<file path="src/rtl/eag_pkg.sv">
package eag_pkg;

  localparam int MODE_W = 4;

  typedef enum logic [MODE_W-1:0] {
    AM_ZP   = 4'd0,
    AM_ZPX  = 4'd1,
    AM_ZPY  = 4'd2,
    AM_ABS  = 4'd3,
    AM_ABSX = 4'd4,
    AM_ABSY = 4'd5,
    AM_IZX  = 4'd6,
    AM_IZY  = 4'd7,
    AM_IND  = 4'd8,
    AM_REL  = 4'd9
  } amode_e;

  typedef enum logic [1:0] {
    SEL_PC0  = 2'd0,
    SEL_PC1  = 2'd1,
    SEL_PTR0 = 2'd2,
    SEL_PTR1 = 2'd3
  } addr_sel_e;

  // strobes from sequencer to datapath
  typedef struct packed {
    logic      loadCtx;
    logic      capOpLo;
    logic      capOpHi;
    logic      capWLo;
    logic      capWHi;
    logic      latchEa;
    logic      rdEn;
    addr_sel_e addrSel;
  } ctl_s;

endpackage

</file>
<file path="src/rtl/eag_off_add.sv">
module eag_off_add #(
  parameter int DATA_W = 8,
  localparam int ADDR_W = 2 * DATA_W
) (
  input  logic [ADDR_W-1:0] base,
  input  logic [DATA_W-1:0] offset,
  input  logic              signExt,
  output logic [ADDR_W-1:0] sum,
  output logic              crossed
);
  localparam int EXT_W = ADDR_W - DATA_W;

  logic [EXT_W-1:0] extBits;

  assign extBits = (signExt && offset[DATA_W-1]) ? '1 : '0;
  assign sum     = base + {extBits, offset};
  assign crossed = sum[ADDR_W-1:DATA_W] != base[ADDR_W-1:DATA_W];
endmodule

</file>
<file path="src/rtl/eag_ctrl.sv">
module eag_ctrl
  import eag_pkg::*;
(
  input  logic              clk,
  input  logic              rst_n,
  input  logic              start,
  input  logic [MODE_W-1:0] modeIn,
  input  logic              wrIn,
  input  logic              crossNow,
  output ctl_s              ctl,
  output amode_e            curMode
);
  typedef enum logic [3:0] {
    ST_IDLE, ST_OPLO, ST_OPHI, ST_CAPL, ST_CAPH,
    ST_PLO, ST_PHI, ST_PCAP, ST_EVAL, ST_FIX
  } state_e;

  state_e state, nextState;
  amode_e modeR;
  logic   wrR;
  logic   twoByte, ptrShort, needFix;

  assign curMode  = modeR;
  assign twoByte  = modeR inside {AM_ABS, AM_ABSX, AM_ABSY, AM_IND};
  assign ptrShort = modeR inside {AM_IZX, AM_IZY};
  assign needFix  = (modeR inside {AM_ABSX, AM_ABSY, AM_IZY}) && (crossNow || wrR);

  always_ff @(posedge clk) begin
    if (!rst_n) begin
      state <= ST_IDLE;
      modeR <= AM_ZP;
      wrR   <= 1'b0;
    end else begin
      state <= nextState;
      if (state == ST_IDLE && start) begin
        modeR <= amode_e'(modeIn);
        wrR   <= wrIn;
      end
    end
  end

  always_comb begin
    nextState   = state;
    ctl         = '0;
    ctl.addrSel = SEL_PC0;
    unique case (state)
      ST_IDLE: begin
        if (start) begin
          ctl.loadCtx = 1'b1;
          nextState   = ST_OPLO;
        end
      end
      ST_OPLO: begin
        ctl.rdEn    = 1'b1;
        ctl.addrSel = SEL_PC0;
        nextState   = twoByte ? ST_OPHI : ST_CAPL;
      end
      ST_OPHI: begin
        ctl.rdEn    = 1'b1;
        ctl.addrSel = SEL_PC1;
        ctl.capOpLo = 1'b1;
        nextState   = ST_CAPH;
      end
      ST_CAPL: begin
        ctl.capOpLo = 1'b1;
        nextState   = ptrShort ? ST_PLO : ST_EVAL;
      end
      ST_CAPH: begin
        ctl.capOpHi = 1'b1;
        nextState   = (modeR == AM_IND) ? ST_PLO : ST_EVAL;
      end
      ST_PLO: begin
        ctl.rdEn    = 1'b1;
        ctl.addrSel = SEL_PTR0;
        nextState   = ST_PHI;
      end
      ST_PHI: begin
        ctl.rdEn    = 1'b1;
        ctl.addrSel = SEL_PTR1;
        ctl.capWLo  = 1'b1;
        nextState   = ST_PCAP;
      end
      ST_PCAP: begin
        ctl.capWHi = 1'b1;
        nextState  = ST_EVAL;
      end
      ST_EVAL: begin
        if (needFix) begin
          nextState = ST_FIX;
        end else begin
          ctl.latchEa = 1'b1;
          nextState   = ST_IDLE;
        end
      end
      ST_FIX: begin
        ctl.latchEa = 1'b1;
        nextState   = ST_IDLE;
      end
      default: nextState = ST_IDLE;
    endcase
  end
endmodule

</file>
<file path="src/rtl/eag_dpath.sv">
module eag_dpath
  import eag_pkg::*;
#(
  parameter int DATA_W = 8,
  localparam int ADDR_W = 2 * DATA_W
) (
  input  logic              clk,
  input  logic              rst_n,
  input  ctl_s              ctl,
  input  amode_e            curMode,
  input  logic [DATA_W-1:0] idxX,
  input  logic [DATA_W-1:0] idxY,
  input  logic [ADDR_W-1:0] pcIn,
  input  logic [DATA_W-1:0] memData,
  output logic [ADDR_W-1:0] memAddr,
  output logic [ADDR_W-1:0] effAddr,
  output logic              pageCross,
  output logic              done,
  output logic              crossNow
);
  localparam logic [DATA_W-1:0] ZERO_PG = '0;
  localparam logic [DATA_W-1:0] ONE_D   = DATA_W'(1);
  localparam logic [ADDR_W-1:0] ONE_A   = ADDR_W'(1);

  logic [DATA_W-1:0] xR, yR, opLo, opHi, wLo, wHi;
  logic [ADDR_W-1:0] pcR;

  logic [DATA_W-1:0] zpX, zpY, zpX1, zpL1;
  logic [ADDR_W-1:0] absW, wordW, ptr0, ptr1;
  logic [ADDR_W-1:0] addBase, addSum, eaNext;
  logic [DATA_W-1:0] addOff;
  logic              addSigned, addCross, crossNext;

  assign zpX   = opLo + xR;
  assign zpY   = opLo + yR;
  assign zpX1  = zpX + ONE_D;
  assign zpL1  = opLo + ONE_D;
  assign absW  = {opHi, opLo};
  assign wordW = {wHi, wLo};

  // pointer addresses: page-zero modes wrap in the low byte only
  always_comb begin
    unique case (curMode)
      AM_IZX: begin
        ptr0 = {ZERO_PG, zpX};
        ptr1 = {ZERO_PG, zpX1};
      end
      AM_IZY: begin
        ptr0 = {ZERO_PG, opLo};
        ptr1 = {ZERO_PG, zpL1};
      end
      default: begin
        ptr0 = absW;
        ptr1 = absW + ONE_A;
      end
    endcase
  end

  always_comb begin
    addBase   = absW;
    addOff    = '0;
    addSigned = 1'b0;
    unique case (curMode)
      AM_ABSX: addOff = xR;
      AM_ABSY: addOff = yR;
      AM_IZY: begin
        addBase = wordW;
        addOff  = yR;
      end
      AM_REL: begin
        addBase   = pcR + ONE_A;
        addOff    = opLo;
        addSigned = 1'b1;
      end
      default: ;
    endcase
  end

  eag_off_add #(.DATA_W(DATA_W)) i_add (
    .base    (addBase),
    .offset  (addOff),
    .signExt (addSigned),
    .sum     (addSum),
    .crossed (addCross)
  );

  assign crossNow = addCross;

  always_comb begin
    crossNext = 1'b0;
    unique case (curMode)
      AM_ZP:   eaNext = {ZERO_PG, opLo};
      AM_ZPX:  eaNext = {ZERO_PG, zpX};
      AM_ZPY:  eaNext = {ZERO_PG, zpY};
      AM_ABS:  eaNext = absW;
      AM_IZX,
      AM_IND:  eaNext = wordW;
      AM_ABSX,
      AM_ABSY,
      AM_IZY,
      AM_REL: begin
        eaNext    = addSum;
        crossNext = addCross;
      end
      default: eaNext = {ZERO_PG, opLo};
    endcase
  end

  always_comb begin
    unique case (ctl.addrSel)
      SEL_PC0:  memAddr = pcR;
      SEL_PC1:  memAddr = pcR + ONE_A;
      SEL_PTR0: memAddr = ptr0;
      SEL_PTR1: memAddr = ptr1;
      default:  memAddr = pcR;
    endcase
  end

  always_ff @(posedge clk) begin
    if (!rst_n) begin
      xR        <= '0;
      yR        <= '0;
      pcR       <= '0;
      opLo      <= '0;
      opHi      <= '0;
      wLo       <= '0;
      wHi       <= '0;
      effAddr   <= '0;
      pageCross <= 1'b0;
      done      <= 1'b0;
    end else begin
      if (ctl.loadCtx) begin
        xR  <= idxX;
        yR  <= idxY;
        pcR <= pcIn;
      end
      if (ctl.capOpLo) opLo <= memData;
      if (ctl.capOpHi) opHi <= memData;
      if (ctl.capWLo)  wLo  <= memData;
      if (ctl.capWHi)  wHi  <= memData;
      if (ctl.latchEa) begin
        effAddr   <= eaNext;
        pageCross <= crossNext;
      end
      done <= ctl.latchEa;
    end
  end
endmodule

</file>
<file path="src/rtl/eff_addr_gen.sv">
module eff_addr_gen
  import eag_pkg::*;
#(
  parameter int DATA_W = 8,
  localparam int ADDR_W = 2 * DATA_W
) (
  input  logic              clk,
  input  logic              rst_n,
  input  logic              start,
  input  logic [MODE_W-1:0] mode,
  input  logic              wrAccess,
  input  logic [DATA_W-1:0] idxX,
  input  logic [DATA_W-1:0] idxY,
  input  logic [ADDR_W-1:0] pcIn,
  output logic [ADDR_W-1:0] memAddr,
  output logic              memRd,
  input  logic [DATA_W-1:0] memData,
  output logic [ADDR_W-1:0] effAddr,
  output logic              pageCross,
  output logic              done
);
  ctl_s   ctl;
  amode_e curMode;
  logic   crossNow;

  eag_ctrl i_ctrl (
    .clk      (clk),
    .rst_n    (rst_n),
    .start    (start),
    .modeIn   (mode),
    .wrIn     (wrAccess),
    .crossNow (crossNow),
    .ctl      (ctl),
    .curMode  (curMode)
  );

  eag_dpath #(.DATA_W(DATA_W)) i_dpath (
    .clk       (clk),
    .rst_n     (rst_n),
    .ctl       (ctl),
    .curMode   (curMode),
    .idxX      (idxX),
    .idxY      (idxY),
    .pcIn      (pcIn),
    .memData   (memData),
    .memAddr   (memAddr),
    .effAddr   (effAddr),
    .pageCross (pageCross),
    .done      (done),
    .crossNow  (crossNow)
  );

  assign memRd = ctl.rdEn;
endmodule

</file>
<file path="config.mk">
export PLATFORM = sky130hd
export DESIGN_NAME = eff_addr_gen
export DESIGN_NICKNAME = d
export VERILOG_FILES = /design/src/rtl/eag_pkg.sv /design/src/rtl/eag_off_add.sv /design/src/rtl/eag_ctrl.sv /design/src/rtl/eag_dpath.sv /design/src/rtl/eff_addr_gen.sv
export SDC_FILE = /design/constraint.sdc
export NUM_CORES = 1
export LEC_CHECK = 0
export ABC_AREA = 1
export BUFFER_PORTS_ARGS = -buffer_cell sky130_fd_sc_hd__buf_2
export CAP_MARGIN = 10
export CORE_AREA = 2 2 115 117
export CTS_CLUSTER_DIAMETER = 200
export DETAILED_ROUTE_END_ITERATION = 10
export DIE_AREA = 0 0 117 119
export GPL_ROUTABILITY_DRIVEN = 0
export PLACE_DENSITY = 0.79
export SLEW_MARGIN = 40
export SYNTH_ARGS = -nofsm -noshare
export SYNTH_HDL_FRONTEND = slang
export SYNTH_HIERARCHICAL = 1
export SYNTH_SLANG_ARGS = --single-unit
</file>
<file path="constraint.sdc">
create_clock -name clk -period 7.4 [get_ports clk]
set_input_delay 0.37 -clock clk [delete_from_list [all_inputs] [get_ports clk]]
set_output_delay 0.37 -clock clk [all_outputs]
set_load 0.03 [all_outputs]
</file>
-- After elaboration in Yosys (flattened, before gate mapping)
Index checks and enable logic that the tools add are counted.
- muxes and demuxes: 24
- equality and inequality tests: 23
- reduce and logical (&&, ||, !) cells: 13
- $add $sub $neg: 7
- operator list (cell ; count):
    $pmux W16 S2 ; 3
    $pmux W16 S5 ; 1
    $pmux W16 S4 ; 1
    $pmux W4 S9 ; 1
    $add A16 B1 Y16 const B ; 2
    $eq A4 B3 Y1 const B ; 8
    $pmux W8 S3 ; 1
    $add A16 B16 Y16 ; 1
    $add A8 B1 Y8 const B ; 2
    $add A8 B8 Y8 ; 2
    $eq A4 B2 Y1 const B ; 4
    $eq A4 B4 Y1 const B ; 4
    $mux W4 ; 4
    $pmux W3 S4 ; 1
    $mux W1 ; 10
    $eq A4 B1 Y1 const B ; 2
    $mux W8 ; 1
    $ne A8 B8 Y1 ; 1
    $reduce_or A2 Y1 ; 3
    $eq A2 B2 Y1 const B ; 2
    $logic_not A4 Y1 ; 1
    $reduce_bool A4 Y1 ; 1
    $reduce_or A4 Y1 ; 1
    $logic_and A1 B1 Y1 ; 3
    other kinds (7) ; 7
- output and inout bits: 35
- bits in registers: 91

-- Longest topological paths before layout
Gate-level depths: netlist (run 1).
- word-level depth: 11
- depth in mapped cells: 28

-- Cells and area by module
The synthesis (run 1) kept the hierarchy.
- by module, submodules not included (module ; area each (µm²) ; times used ; cells an instance):
    eag_dpath ; 5672.9 ; 1 ; 906
    eag_off_add ; 1031.0 ; 1 ; 179
    eag_ctrl ; 566.8 ; 1 ; 96

-- Worst setup path before layout (run 1)
Ideal clock, no wire load.
- path kind: reg2reg
- from: reg i_ctrl.modeR[3], in the netlist i_ctrl/curMode[3]
- to: reg i_dpath.effAddr[10]
- slack: 3.565 ns
- path buffers: 3
- required time: 7.268 ns
- arrival time: 3.703 ns
- cell stages (with the launch flop): 27
- period minus slack after synthesis: 3.835 ns
- library setup time: 0.132 ns
- path through: dfxtp_1 -> inv_1 -> nor2_1 -> nand2_2 -> inv_2 -> nor2_1 -> inv_2 -> buf_2 -> o221ai_1 -> ha_1 -> fa_1 -> nand3_1 -> nand2_1 -> nand2_1 -> nand2_1 -> nor2_1 -> nand3_1 -> nand2_1 -> inv_1 -> nor2_1 -> nor2_1 -> a211oi_1 -> clkbuf_1 -> clkinv_1 -> clkbuf_1 -> nand2_1 -> a21oi_1
- RTL lines (element ; RTL line ; RTL):
    start, declared ; eag_ctrl.sv:19 ; amode_e modeR;
    start signal, assigned ; eag_ctrl.sv:36 ; modeR <= amode_e'(modeIn);
    end signal, assigned ; eag_dpath.sv:142 ; effAddr <= eaNext;
    end, declared ; eag_dpath.sv:16 ; output logic [ADDR_W-1:0] effAddr,

==> results.py, run 1 <==
metrics = {
    "clock_network": {
        "cts.repair.resized": 0,
        "clock-sinks": 91,
        "htree_num_levels": 3,
        "cts_post_setup_buffers_inserted": 0,
        "worst_setup_hold_path_clk_slew_ns": 0.07,
        "worst_skew_pair.late_latency_ns": 0.36,
        "cts_hold_buffers": 0,
        "numCtsBuffers": 9,
        "cts-root-to-sink-buffers": 2,
        "cts_tree": "done",
        "clockRootBuffer": "sky130_fd_sc_hd__clkbuf_16",
    },
    "timing": {
        "slew-limit-headroom": 0.490,
        "fin_ws_ns": 2.43,
        "min_period_ns": 4.97,
        "finalClockSkew_ns": 0.0133,
        "setup-violations-final": 0,
        "achievable-frequency_mhz": 201,
        "rsz0062_at_grt": "false",
        "maxSlewViolCount": 0,
        "period_share": 0.671,
        "timing.final.hold_violations": 0,
        "timing.setup.tns_ns": 0,
        "fin_hold_ws_ns": 0.225,
        "worst-slew-pin-transition_ns": 0.762,
    },
    "routing": {
        "drc": 0,
        "post_drt_via_cell_ratio": 5.81,
        "dr_total_vias": 8268,
        "first_iter_violations": 916,
        "routedWlPerCell_um": 16.7,
        "ant_nets": 0,
        "dr.pass1.iters": 6,
        "routed_wirelength_um": 23800,
    },
    "place": {
        "dp_hpwl_um": 18300,
        "placed_cells": 1406,
        "place_ws_ns": 2.58,
        "dpl_cell_area_sq_um": 7750,
        "placement.io_buffers": 82,
    },
    "synth": {
        "syn-cell-area_sq_um": 7270,
        "post_synth_num_cell_types": 49,
        "yosys-mux-area-fraction": 0,
        "synth_xor_xnor_area_share": 0.0325,
        "synth-edff-count": 0,
        "synth_compound_gate_area_share": 0.207,
        "synth_top_family_by_area": "simple AND/OR/NAND/NOR gates",
        "synthAdderAreaFrac": 0.0513,
        "yosysWarnings": 6,
        "synthesis.instances": 1181,
        "synth.ff_latch_count": 91,
        "ys_seq_area_frac": 0.251,
        "syn_nets": 1257,
        "postSynth.asyncResetShare": 0,
        "synth.avg_cell_area_sq_um": 6.16,
        "ys.flop_type": "sky130_fd_sc_hd__dfxtp_1",
        "post_synth_and_or_nand_nor_area_fraction": 0.358,
    },
    "final_layout": {
        "final_common_cell": "sky130_fd_sc_hd__nand2_1",
        "fill_cells": 1264,
        "layout.nets": 1317,
        "leading_cell_types_in_the_layout_fill_and_taps_excluded": "sky130_fd_sc_hd__nand2_1 (293), sky130_fd_sc_hd__nor2_1 (149), sky130_fd_sc_hd__inv_1 (133)",
        "post_route_cells_drive_above_1_share": 0.128,
        "finalCoreUtilization": 0.628,
        "multi_input_comb_area_sq_um": 4720,
        "area_delta_synth_final_pct": 11.2,
        "layout.area.seq_sq_um": 1820,
        "diodes": 0,
        "layout.cell_area.non_filler_sq_um": 8090,
        "instances_no_fill": 1422,
    },
    "worst_setup_path": {
        "cp-start-kind": "flop",
        "worstSetupPathType": "reg -> reg",
        "worst-path-max-fanout": 19,
        "slowest_stage": "sky130_fd_sc_hd__dfxtp_1",
        "cp.arrival_ns": 5.25,
        "end_kind": "flop",
        "critPathRequiredTime_ns": 7.68,
        "critical-path-max-stage-delay_ns": 0.47,
    },
    "global_route": {
        "first_global_vias": 7662,
        "global_route.overflow_total": 0,
        "grt_pass1_wl_um": 38100,
        "grt_start_max_net_pins": 77,
        "grt_usage": 0.351,
        "antenna_found_initial": 0,
    },
    "flow_run": {
        "max_cap_viol_count": 0,
    },
    "pwr": {
        "power_density_nw_per_um2": 309,
        "power.leakage_nw": 3.77,
        "total_power_mw": 2.50,
        "worst_ir_drop_vdd_mv": 0.321,
    },
    "die": {
        "coreArea_sq_um": 12900,
        "initial_core_util": 0.565,
        "fp-row-count": 42,
        "num_io_pins": 83,
        "die-width_um": 117,
        "floorplan.die_area_sq_um": 13900,
        "die_span_in_y_um": 119,
    },
    "worst_hold_path": {
        "min_path_type": "in -> reg",
    },
    "outcome": {
        "outcome": "finished, final reports clean",
    },
}
==> layer usage <==
layer,vias to the layer above,track usage,part of all wire
li1,4015,-,-
met1,3731,0.443,0.42
met2,436,0.549,0.44
met3,86,0.0896,0.093
met4,0,0.177,0.047
met5,-,0,0
==> registers in the layout, indices dropped and copies added, names as in the netlist <==
| name | cells |
|---|---|
| i_dpath/effAddr | 16 |
| i_dpath/wHi | 8 |
| i_dpath/done | 1 |
| i_dpath/xR | 8 |
| i_dpath/opLo | 8 |
| i_dpath/wLo | 8 |
| i_dpath/yR | 8 |
| i_ctrl/curMode | 4 |
| i_ctrl/state | 4 |
| i_ctrl/wrR | 1 |
| i_dpath/opHi | 8 |
| i_dpath/pcR | 16 |
| i_dpath/pageCross | 1 |
==> where the power goes <==
group	switching [mW]	total [mW]	leakage, nW	internal (mW)
clock network	0.215	0.525	0.166	0.309
logic	0.878	1.25	2.86	0.369
registers	0.138	0.724	0.743	0.586
total	1.23	2.50	3.77	1.26
==> final cells by class <==
| type | instances | share of cell area |
|---|---|---|
| multi-input combinational | 908 | 0.584 |
| sequential | 91 | 0.225 |
| inverter | 145 | 0.0675 |
| timing repair buffer | 86 | 0.0542 |
| clock buffer | 10 | 0.0296 |
| tap | 176 | 0.0272 |
| clock inverter | 6 | 0.0122 |
==> cell usage after synthesis (6+ instances only) <==
cell | count | area (sq um)
sky130_fd_sc_hd__buf_2 | 6 | 30.0
sky130_fd_sc_hd__or2_2 | 8 | 50.1
sky130_fd_sc_hd__nand4_1 | 11 | 68.8
sky130_fd_sc_hd__nand2_4 | 8 | 90.1
sky130_fd_sc_hd__dfxtp_1 | 91 | 1820
sky130_fd_sc_hd__a31oi_1 | 7 | 43.8
sky130_fd_sc_hd__nor2_1 | 149 | 559
sky130_fd_sc_hd__ha_1 | 25 | 313
sky130_fd_sc_hd__nor2_2 | 9 | 56.3
sky130_fd_sc_hd__o221ai_1 | 21 | 184
sky130_fd_sc_hd__inv_1 | 133 | 499
sky130_fd_sc_hd__nand3_1 | 82 | 410
sky130_fd_sc_hd__clkbuf_1 | 24 | 90.1
sky130_fd_sc_hd__a21oi_1 | 89 | 445
sky130_fd_sc_hd__inv_2 | 7 | 26.3
sky130_fd_sc_hd__nand2_1 | 293 | 1100
sky130_fd_sc_hd__o21ai_0 | 93 | 465
sky130_fd_sc_hd__a22oi_1 | 9 | 67.6
sky130_fd_sc_hd__xor2_1 | 24 | 210
sky130_fd_sc_hd__nand2_2 | 15 | 93.8
sky130_fd_sc_hd__o211ai_1 | 16 | 120
==> critical path, delay by kind of cell (launching register included) <==
family | cells | cell delay, ns
flip-flops | 1 | 0.47
adder cells (fa/ha/maj) | 2 | 0.65
AND/OR/NAND/NOR | 14 | 1.79
buffers and inverters | 6 | 1.47
AO/OA/AOI/OAI | 3 | 0.51
==> logic make-up after synthesis <==
family                   count (synthesis)
adder cells (fa/ha/maj)                 28
AO/OA/AOI/OAI                          258
XOR/XNOR                                27
flip-flops                              91
AND/OR/NAND/NOR                        595
buffers and inverters                  182
==> path summary, 6_finish.rpt <==
kind	endpoint	slack, ns	start	cells past startpoint
max	i_dpath/effAddr[1]	2.43	i_ctrl/curMode[3]	25
min	i_dpath/xR[2]	0.23	idxX[2]	3
max reg2reg	i_dpath/effAddr[1]	2.43	i_ctrl/curMode[3]	25
min reg2reg	i_dpath/effAddr[14]	0.47	i_dpath/effAddr[14]	2
Power figures use the tool's default switching activity.
==> inputs of run 2 (changes only) <==
CORE_AREA = 2 2 120 122   (was 2 2 115 117)
DIE_AREA = 0 0 122 124   (was 0 0 117 119)
PLACE_DENSITY = 0.76   (was 0.79)
clock period = 4.5 ns   (was 7.4 ns; I/O delays follow)
==> run 2 against run 1 <==
Sequential share of layout area shrank 0.10 points. Combinational power grew 69%. First-iteration DRC count grew 25%. Global-route usage shrank 2.6 points. Final cell count grew 0.98%. Non-clock buffer count grew 10. Sequential power grew 60%. Setup slack lost 2.0 ns. Critical endpoint is now i_dpath/effAddr[4]. Largest power group unchanged. Fmax grew 21%. Cell area grew 0.45%. Clock power grew 39%. Core utilization shrank 3.6 points. Highest routed layer unchanged.
==> results.py, run 2 (same netlist as run 1, synthesis figures left out) <==
metrics = {
    "worst_setup_path": {
        "crit_path_start": "i_dpath/pcR[0]",
        "reg2regPathDepth": 25,
        "critPathRequiredTime_ns": 4.76,
        "timing.rr.end": "i_dpath/effAddr[4]",
        "worstReg2RegStart": "i_dpath/pcR[0]",
        "worstSetupPathType": "reg -> reg",
        "regToRegSetupSlack_ns": 0.39,
        "end_kind": "flop",
        "cp.arrival_ns": 4.37,
        "cp-start-kind": "flop",
        "worst-path-max-fanout": 17,
    },
    "routing": {
        "ant_nets": 0,
        "routedWlPerCell_um": 16.7,
        "post_drt_via_cell_ratio": 5.82,
        "dr_total_vias": 8352,
        "drc": 0,
        "dr.pass1.iters": 5,
        "routed_wirelength_um": 24000,
        "first_iter_violations": 1149,
    },
    "timing": {
        "worst-slew-pin-transition_ns": 0.794,
        "period_share": 0.913,
        "maxSlewViolCount": 0,
        "finalClockSkew_ns": 0.0116,
        "achievable-frequency_mhz": 243,
        "slew-limit-headroom": 0.471,
        "timing.final.hold_violations": 0,
        "setup-violations-final": 0,
        "min_period_ns": 4.11,
        "fin_hold_ws_ns": 0.0819,
        "rsz0062_at_grt": "false",
        "timing.setup.tns_ns": 0,
    },
    "final_layout": {
        "fill_cells": 1364,
        "layout.nets": 1327,
        "area_delta_synth_final_pct": 11.7,
        "post_route_cells_drive_above_1_share": 0.136,
        "leading_cell_types_in_the_layout_fill_and_taps_excluded": "sky130_fd_sc_hd__nand2_1 (293), sky130_fd_sc_hd__nor2_1 (149), sky130_fd_sc_hd__inv_1 (133)",
        "final_common_cell": "sky130_fd_sc_hd__nand2_1",
        "top_regs": "i_dpath/effAddr (16), i_dpath/pcR (16)",
        "diodes": 0,
    },
    "pwr": {
        "worst_ir_drop_vdd_mv": 0.318,
        "power.leakage_nw": 3.79,
        "power_density_nw_per_um2": 493,
    },
    "clock_network": {
        "cts_tree": "done",
        "worst_skew_pair.late_latency_ns": 0.36,
        "clock-sinks": 91,
        "numCtsBuffers": 9,
        "cts-root-to-sink-buffers": 2,
        "clockRootBuffer": "sky130_fd_sc_hd__clkbuf_16",
        "worst_setup_hold_path_clk_slew_ns": 0.07,
        "cts_post_setup_buffers_inserted": 0,
        "htree_num_levels": 3,
    },
    "worst_hold_path": {
        "hold_depth": 3,
        "min_path_type": "in -> reg",
        "critical_hold_path_startpoint": "pcIn[12]",
        "min_delay_worst_endpoint": "i_dpath/pcR[12]",
    },
    "die": {
        "die_span_in_y_um": 124,
        "fp-row-count": 43,
        "num_io_pins": 83,
        "die-width_um": 122,
        "floorplan.die_area_sq_um": 15100,
        "coreArea_sq_um": 13700,
        "initial_core_util": 0.530,
    },
    "global_route": {
        "antenna_found_initial": 0,
        "grt_usage": 0.325,
        "first_global_vias": 7515,
        "global_route.overflow_total": 0,
        "grt_start_max_net_pins": 54,
        "grt_pass1_wl_um": 38400,
    },
    "place": {
        "dp_hpwl_um": 18500,
        "placement.io_buffers": 82,
    },
    "flow_run": {
        "max_cap_viol_count": 0,
    },
    "outcome": {
        "outcome": "finished, final reports clean",
    },
}
==> run 2: power by group <==
| part | switching (mW) | total [mW] | internal (mW) | leakage (nW) |
|---|---|---|---|---|
| sequential | 0.201 | 1.16 | 0.963 | 0.743 |
| clock | 0.347 | 0.728 | 0.381 | 0.137 |
| combinational | 1.48 | 2.11 | 0.634 | 2.91 |
==> run 2: how the worst max path moves through the flow <==
stage	to	slack [ns]
after global routing	i_dpath/effAddr[4]	0.02
after global placement	i_dpath/effAddr[4]	0.74
after detailed placement	i_dpath/effAddr[4]	0.56
after CTS	i_dpath/effAddr[4]	0.51
final	i_dpath/effAddr[4]	0.39
after floorplan	i_dpath/effAddr[10]	0.66
==> run 2: critical path, cell delays in order (launching register included) <==
cell	delay, ns
sky130_fd_sc_hd__dfxtp_1	0.45
sky130_fd_sc_hd__nand2_1	0.08
sky130_fd_sc_hd__nor2_1	0.15
sky130_fd_sc_hd__nand3_1	0.13
sky130_fd_sc_hd__nor2_1	0.23
sky130_fd_sc_hd__xor2_1	0.29
sky130_fd_sc_hd__nand2_1	0.14
sky130_fd_sc_hd__o211ai_1	0.13
sky130_fd_sc_hd__ha_1	0.31
sky130_fd_sc_hd__inv_1	0.14
sky130_fd_sc_hd__o21bai_1	0.11
sky130_fd_sc_hd__nor2_1	0.11
sky130_fd_sc_hd__nand2_1	0.12
sky130_fd_sc_hd__nor2_1	0.11
sky130_fd_sc_hd__nand3_1	0.07
sky130_fd_sc_hd__nand2_1	0.07
sky130_fd_sc_hd__inv_1	0.06
sky130_fd_sc_hd__nor2_1	0.09
sky130_fd_sc_hd__nor2_1	0.08
sky130_fd_sc_hd__a211oi_2	0.26
sky130_fd_sc_hd__buf_4	0.28
sky130_fd_sc_hd__o21ai_0	0.13
sky130_fd_sc_hd__a211oi_1	0.20
sky130_fd_sc_hd__o221ai_1	0.16
sky130_fd_sc_hd__nand2_1	0.08
sky130_fd_sc_hd__inv_1	0.03
==> run 2: area by class of cell <==
class | count | area (sq um) | area share
multi-input combinational | 908 | 4740 | 0.583
sequential | 91 | 1820 | 0.224
inverter | 145 | 546 | 0.0672
timing repair buffer | 96 | 515 | 0.0635
clock buffer | 10 | 229 | 0.0282
tap | 180 | 225 | 0.0277
clock inverter | 6 | 48.8 | 0.00601
==> run 2: repair_timing <==
action / CTS / global route
gates resized for setup: 0 / 2
hold buffers: 0 / 0
endpoints found under the setup margin: 0 / 1
==> run 2: through the flow <==
| step | util | cell area [sq um] | power (mW) | std cells | setup slack (ns) |
|---|---|---|---|---|---|
| after global placement | 0.571 | 7830 | 3.20 | 1420 | 0.737 |
| after CTS | 0.591 | 8110 | 3.95 | 1436 | 0.507 |
| after detailed placement | 0.571 | 7830 | 3.21 | 1420 | 0.556 |
| after global routing | 0.592 | 8120 | 4.27 | 1436 | 0.0212 |
| final | 0.592 | 8120 | 4.01 | 1436 | 0.393 |
| after floorplan | - | 7270 | 2.61 | 1181 | 0.665 |
==> run 2: routing by layer <==
layer | wire (um) | vias up | GRT usage | share of wire
met4 | 1020 | 0 | 0.154 | 0.042
met3 | 2390 | 79 | 0.0467 | 0.099
met5 | 0 | - | 0 | 0
met2 | 10400 | 477 | 0.513 | 0.43
met1 | 10300 | 3751 | 0.437 | 0.43
li1 | - | 4045 | - | -
